**config.mk**
```make
export PLATFORM = sky130hd
export DESIGN_NAME = pifo_queue
export DESIGN_NICKNAME = d
export VERILOG_FILES = /design/src/rtl/pq_pkg.sv /design/src/rtl/pq_occupancy.sv /design/src/rtl/pq_slot.sv /design/src/rtl/pifo_queue.sv
export SDC_FILE = /design/constraint.sdc
export NUM_CORES = 1
export LEC_CHECK = 0
export ABC_AREA = 0
export CAP_MARGIN = 20
export CORE_AREA = 2 2 100 102
export DETAILED_ROUTE_END_ITERATION = 12
export DIE_AREA = 0 0 102 104
export GPL_TIMING_DRIVEN = 0
export PLACE_DENSITY = 0.78
export SYNTH_ARGS = -nofsm -noshare
export SYNTH_HDL_FRONTEND = slang
export SYNTH_SLANG_ARGS = --single-unit
```
**constraint.sdc**
```tcl
create_clock -name clk -period 4.3 [get_ports clk]
set_clock_uncertainty 0.1 [all_clocks]
set_input_delay 0.645 -clock clk [delete_from_list [all_inputs] [get_ports clk]]
set_output_delay 0.645 -clock clk [all_outputs]
set_load 0.02 [all_outputs]
```
**src/rtl/pq_pkg.sv**
```systemverilog
package pq_pkg;

   // Source a storage slot loads from on the next edge.
   typedef enum logic [1:0] {
      SRC_SAME   = 2'd0,   // keep position (own entry, or the one behind after a pop)
      SRC_NEW    = 2'd1,   // the incoming descriptor lands here
      SRC_BEHIND = 2'd2    // displaced one place toward the tail
   } slot_src_e;

   function automatic int cls_width(input int n);
      return (n > 1) ? $clog2(n) : 1;
   endfunction

endpackage

```
**src/rtl/pq_occupancy.sv**
```systemverilog
module pq_occupancy #(
   parameter int DEPTH = 8
) (
   input  logic             clk,
   input  logic             rst_n,
   input  logic             pop_do,
   input  logic             push_do,
   output logic [DEPTH-1:0] vld,
   output logic             full,
   output logic             empty
);

   logic [DEPTH-1:0] after_pop;
   logic [DEPTH-1:0] vld_nxt;

   // Occupancy is a thermometer: slot i holds an entry iff i < count.
   always_comb begin
      after_pop = pop_do ? (vld >> 1) : vld;
      vld_nxt   = push_do ? {after_pop[DEPTH-2:0], 1'b1} : after_pop;
   end

   always_ff @(posedge clk) begin
      if (!rst_n) vld <= '0;
      else        vld <= vld_nxt;
   end

   assign full  = vld[DEPTH-1];
   assign empty = ~vld[0];

   AST_VLD_PREFIX: assert property (@(posedge clk) disable iff (!rst_n)
      ((vld + DEPTH'(1)) & vld) == '0);

endmodule

```
**src/rtl/pq_slot.sv**
```systemverilog
module pq_slot #(
   parameter int CLS_W = 2,
   parameter int TAG_W = 8
) (
   input  logic             clk,
   input  logic             rst_n,
   input  logic             pop_do,
   input  logic             push_do,
   input  logic [CLS_W-1:0] in_cls,
   input  logic [TAG_W-1:0] in_tag,
   input  logic             vld,
   input  logic             here_eff,
   input  logic             prev_eff,
   input  logic [CLS_W-1:0] nxt_cls,
   input  logic [TAG_W-1:0] nxt_tag,
   input  logic [CLS_W-1:0] prv_cls,
   input  logic [TAG_W-1:0] prv_tag,
   output logic             ahead_raw,
   output logic [CLS_W-1:0] cls_q,
   output logic [TAG_W-1:0] tag_q
);
   import pq_pkg::*;

   slot_src_e        sel;
   logic [CLS_W-1:0] cls_d;
   logic [TAG_W-1:0] tag_d;

   // This entry stays in front of a newcomer when it is at least as urgent.
   assign ahead_raw = vld && (cls_q <= in_cls);

   // here_eff / prev_eff describe the queue after any pop of this cycle.
   always_comb begin
      if (!push_do || here_eff) sel = SRC_SAME;
      else if (prev_eff)        sel = SRC_NEW;
      else                      sel = SRC_BEHIND;
   end

   always_comb begin
      case (sel)
         SRC_NEW: begin
            cls_d = in_cls;
            tag_d = in_tag;
         end
         SRC_BEHIND: begin
            cls_d = pop_do ? cls_q : prv_cls;
            tag_d = pop_do ? tag_q : prv_tag;
         end
         default: begin
            cls_d = pop_do ? nxt_cls : cls_q;
            tag_d = pop_do ? nxt_tag : tag_q;
         end
      endcase
   end

   always_ff @(posedge clk) begin
      if (!rst_n) begin
         cls_q <= '0;
         tag_q <= '0;
      end else begin
         cls_q <= cls_d;
         tag_q <= tag_d;
      end
   end

endmodule

```
**src/rtl/pifo_queue.sv**
```systemverilog
module pifo_queue #(
   parameter int NUM_CLS = 3,
   parameter int DEPTH   = 8,
   parameter int TAG_W   = 8,
   parameter int CLS_W   = pq_pkg::cls_width(NUM_CLS)
) (
   input  logic             clk,
   input  logic             rst_n,
   input  logic             push_vld,
   input  logic [CLS_W-1:0] push_cls,
   input  logic [TAG_W-1:0] push_tag,
   output logic             push_drop,
   input  logic             pop_rdy,
   output logic [CLS_W-1:0] head_cls,
   output logic [TAG_W-1:0] head_tag,
   output logic             empty,
   output logic             full
);

   localparam logic [CLS_W:0] CLS_LIM = (CLS_W+1)'(NUM_CLS);

   initial begin
      AST_PARAM_DEPTH: assert (DEPTH >= 2);
      AST_PARAM_CLS:   assert (NUM_CLS >= 2);
      AST_PARAM_CLSW:  assert (CLS_W == pq_pkg::cls_width(NUM_CLS));
      AST_PARAM_TAG:   assert (TAG_W >= 1);
   end

   logic             pop_do;
   logic             push_do;
   logic [DEPTH-1:0] vld;
   logic [DEPTH:0]   ahead_ext;
   logic [DEPTH-1:0] ahead_eff;
   logic [CLS_W-1:0] cls_q [DEPTH];
   logic [TAG_W-1:0] tag_q [DEPTH];

   assign pop_do    = pop_rdy  & ~empty;
   assign push_do   = push_vld & ~full;
   assign push_drop = push_vld &  full;

   pq_occupancy #(.DEPTH(DEPTH)) u_occ (
      .clk     (clk),
      .rst_n   (rst_n),
      .pop_do  (pop_do),
      .push_do (push_do),
      .vld     (vld),
      .full    (full),
      .empty   (empty)
   );

   assign ahead_ext[DEPTH] = 1'b0;

   for (genvar i = 0; i < DEPTH; i++) begin : g_slot
      logic [CLS_W-1:0] nxt_cls, prv_cls;
      logic [TAG_W-1:0] nxt_tag, prv_tag;
      logic             prev_eff;

      // After a pop, slot i faces what slot i+1 holds now.
      assign ahead_eff[i] = pop_do ? ahead_ext[i+1] : ahead_ext[i];

      if (i == DEPTH - 1) begin : g_tail
         assign nxt_cls = '0;
         assign nxt_tag = '0;
      end else begin : g_mid
         assign nxt_cls = cls_q[i+1];
         assign nxt_tag = tag_q[i+1];
      end

      if (i == 0) begin : g_head
         assign prv_cls  = '0;
         assign prv_tag  = '0;
         assign prev_eff = 1'b1;
      end else begin : g_body
         assign prv_cls  = cls_q[i-1];
         assign prv_tag  = tag_q[i-1];
         assign prev_eff = ahead_eff[i-1];
      end

      pq_slot #(.CLS_W(CLS_W), .TAG_W(TAG_W)) u_slot (
         .clk       (clk),
         .rst_n     (rst_n),
         .pop_do    (pop_do),
         .push_do   (push_do),
         .in_cls    (push_cls),
         .in_tag    (push_tag),
         .vld       (vld[i]),
         .here_eff  (ahead_eff[i]),
         .prev_eff  (prev_eff),
         .nxt_cls   (nxt_cls),
         .nxt_tag   (nxt_tag),
         .prv_cls   (prv_cls),
         .prv_tag   (prv_tag),
         .ahead_raw (ahead_ext[i]),
         .cls_q     (cls_q[i]),
         .tag_q     (tag_q[i])
      );

      if (i < DEPTH - 1) begin : g_order
         AST_SORTED: assert property (@(posedge clk) disable iff (!rst_n)
            vld[i+1] |-> (cls_q[i] <= cls_q[i+1]));
      end
   end

   assign head_cls = empty ? '0 : cls_q[0];
   assign head_tag = empty ? '0 : tag_q[0];

   AST_CLS_LEGAL: assert property (@(posedge clk) disable iff (!rst_n)
      push_vld |-> ({1'b0, push_cls} < CLS_LIM));
   AST_DROP_KEEPS_FULL: assert property (@(posedge clk) disable iff (!rst_n)
      (push_vld && full && !pop_rdy) |=> full);
   AST_EMPTY_POP_IDLE: assert property (@(posedge clk) disable iff (!rst_n)
      (empty && pop_rdy && !push_vld) |=> empty);
   AST_PUSH_LANDS: assert property (@(posedge clk) disable iff (!rst_n)
      (push_vld && !full) |=> !empty);
   AST_HEAD_HOLD: assert property (@(posedge clk) disable iff (!rst_n)
      (!push_vld && !pop_rdy) |=> ($stable(head_tag) && $stable(head_cls)));
   AST_EMPTY_ZERO: assert property (@(posedge clk) disable iff (!rst_n)
      empty |-> (head_tag == '0 && head_cls == '0));

endmodule

```
==> results.md <==
- Non-filler instance count after layout: 848
- Number of violations reported at the end of detailed-routing iteration 0: 454
- Antenna-violating nets left: 0
- Number of primary I/O pins: 27
- Netlist Area Pre-Place: 5580 µm²
- Count of vias placed by the detailed router: 5440
- FILL cells: 850
- Congestion Overflow GR: 0
- Net count after synthesis: 705
- Final slew viol count: 0
- Routed wire length per instance: 21.4 µm
- Power Density: 301 nW/µm²
- Later-pin clock latency in the skew report: 0.38 ns
- Min-Delay Path Class: reg -> reg
- Delay of the slowest cell on the worst path: 0.92 ns
- Flip-flop cell with the highest count after synthesis: dfxtp_1
- Status: finished clean
- Clock tree from TritonCTS: yes
- Total of cells resized after clock tree synthesis: 0
- Share of synthesized flip-flops with an asynchronous set or reset: 0%
- Detailed placer's ending HPWL: 13500 µm
- Area enclosed by the die boundary: 10600 µm²
- Maximum clock insertion buffer count: 2
- N_diodes: 0
- Cell type with the largest total area after synthesis: dfxtp_1
- Number of synthesized register bits: 88
- Worst slack, placed: 0.814 ns
- Area grow syn2layout: 10.0%
- Chip height: 104 µm
- Via count of the first global-routing pass: 5449
- Final Hold Vio Count: 0
- Tightest Pin Transition: 0.698 ns
- Pin count of the biggest net entering global routing: 15
- Worst Setup End Kind: register
- Crit path arrival time: 3.36 ns
- Post-placement cell count: 833
- Critical path startpoint category: input pin
- Syn_area_per_cell: 8.25 µm²
- Count of warnings emitted by yosys: 0
- Biggest area contributors in the synthesized netlist: dfxtp_1, nand2_1, a21oi_1
- Via density per instance: 6.42
- Row count: 36
- Fin worst setup slack: 1.12 ns
- GRT Resource Usage Total: 34.7%
- Crit path max fanout: 13
- Post-Synthesis Cells: 677
- Weighted congestion at the end of routability-driven global placement: 0.964
- Setup-failing EPs final: 0
- Max-capacitance violation count: 0
- Clock period minus final worst setup slack: 3.18 ns
- Cell family contributing the most delay on the critical path: compound AO/OA/AOI/OAI gates
- Required time worst endpoint: 4.48 ns
- Final Cycle Share: 74.0%
- Slowest CP cell: clkdlybuf4s50_1
- Leading cell types in the layout, fill and taps excluded: nand2_1, dfxtp_1, a21oi_1
- Routed Wire Length: 18100 µm
- Buffers inserted by post-CTS timing repair: 0
- Hold-fix buffers, CTS: 0
- H-tree lvl count: 3
- Post-route DRC violation count: 0
- Register area share after synthesis: 31.5%
- Share of final-layout standard cells stronger than drive strength 1: 14.1%
- Iteration count of the initial detailed-routing pass: 5
- Category of the critical setup timing path: in -> reg
- Worst relative slew slack: 53.3%
- Total CTS buffers: 9
- Hold slack final: 0.360 ns
- Core outline area: 9550 µm²
- IO buf count: 23
- Number of library cell types mapped by synthesis: 72
- Leading cell type in the layout, fill and taps excluded: nand2_1
- Worst-path clk slew: 0.09 ns
- Initial standard-cell utilization of the core: 58.5%
- Die Width: 102 µm
- Global-route wire length before repair: 28500 µm
- Count of flip-flops with a built-in enable after synthesis: 0
- Net total in the final layout: 739
- Timing-limited maximum frequency: 314 MHz
- Leakage power summed over all cells: 0.00241 µW
- Share of the synthesized area in the top cell type: 31.5%
- Root buffer cell: clkbuf_8
- Worst path cell trace: clkdlybuf4s50_1 -> ha_1 -> and3_1 -> a21oi_2 -> a31o_2 -> nand2_1 -> o221a_2
- Setup TNS Final: 0 ns
- Antenna violations before repair: 0
- Summed area of non-filler cells in the final layout: 6140 µm²
- Count of clock tree sinks: 88
- Worst IR Drop VDD: 0.176 mV
- RSZ-0062 raised after global routing: no
- Count of buffer and inverter cells on the critical path: 1
- Post-detailed-placement cell area: 5980 µm²
[cells by family after synthesis]
group           count (synthesis)  share of synthesized area [%]
compound gates                215                           29.8
buf+inv                        60                           5.78
flops                          88                           31.5
simple gates                  266                           23.0
mux                            33                           6.57
xor+xnor                        1                          0.157
fa+ha+maj                      14                           3.14
[worst reg2reg max path, cell delays in order, from the launching register on]
cell and delay, ns:
dfxtp_1 0.40, inv_1 0.07, ha_1 0.26, and3_1 0.25, a21oi_2 0.32, a31o_2 0.33, nand2_1 0.22, o221a_2 0.33
[registers in the layout, indices dropped and copies added, names as in the netlist]
signal,flops
g_slot.u_slot.cls_q,16
g_slot.u_slot.tag_q,64
u_occ.vld,8
[final cells by class]
cell class	instances	area, µm²	share of cell area, %
Clock inverter	5	35.0	0.570
Multi-Input combinational cell	529	3500	57.0
Timing Repair Buffer	23	230	3.75
Sequential cell	88	1760	28.7
Clock buffer	10	128	2.08
Tap cell	133	166	2.71
Buffer	44	263	4.28
Inverter	16	60.1	0.978
[metal layers]
metal | wire length [µm] | vias to the layer above | part of all wire, % | global-route usage, %
li1 | - | 2582 | - | -
met5 | 0 | - | 0 | 0
met3 | 1280 | 63 | 7.1 | 5.04
met4 | 836 | 0 | 4.6 | 17.7
met2 | 8590 | 259 | 47 | 56.5
met1 | 7400 | 2536 | 41 | 44.2
[synthesized netlist by cell type (all sizes together), types with 3 or more instances]
cell type and count:
clkbuf 14, a41oi 3, o22ai 11, nand3 24
o211a 6, mux2 10, and2 13, a22o 8
nand4 7, dfxtp 88, buf 30, a31oi 14
mux2i 23, a211oi 18, a22oi 10, a221o 6
o21ai 33, a32oi 9, nand2b 10, nand3b 4
nor4 3, a21oi 49, nor3 17, and2b 7
inv 16, ha 14, o2111a 8, o221a 10
a311oi 4, o22a 5, nor2 33, a21o 6
and3 9, nand2 133
[worst paths after layout]
path / startpoint / end / slack (ns) / cells past startpoint
min: g_slot[7].u_slot.tag_q[5]$_SDFFE_PN0P_ / g_slot[7].u_slot.tag_q[5]$_SDFFE_PN0P_ / 0.36 / 2
min reg2reg: g_slot[7].u_slot.tag_q[5]$_SDFFE_PN0P_ / g_slot[7].u_slot.tag_q[5]$_SDFFE_PN0P_ / 0.36 / 2
max: push_cls[0] / g_slot[1].u_slot.cls_q[1]$_SDFF_PN0_ / 1.12 / 7
max reg2reg: g_slot[2].u_slot.cls_q[0]$_SDFF_PN0_ / g_slot[1].u_slot.cls_q[1]$_SDFF_PN0_ / 1.93 / 7
[stage by stage]
stage               total power (µW)  utilization [%]
finish                          1850             64.3
detailed placement              1320             62.6
global placement                1310             62.6
CTS                             1830             64.3
global route                    1920             64.3
floorplan                       1190                -
[power by group]
part | switching, µW | leakage, µW | internal, µW
sequential | 37.2 | 0.000721 | 867
clock | 324 | 0.0000821 | 207
combinational | 254 | 0.00160 | 157
total | 615 | 0.00241 | 1230
No activity file was read; power rests on OpenSTA's default activity.
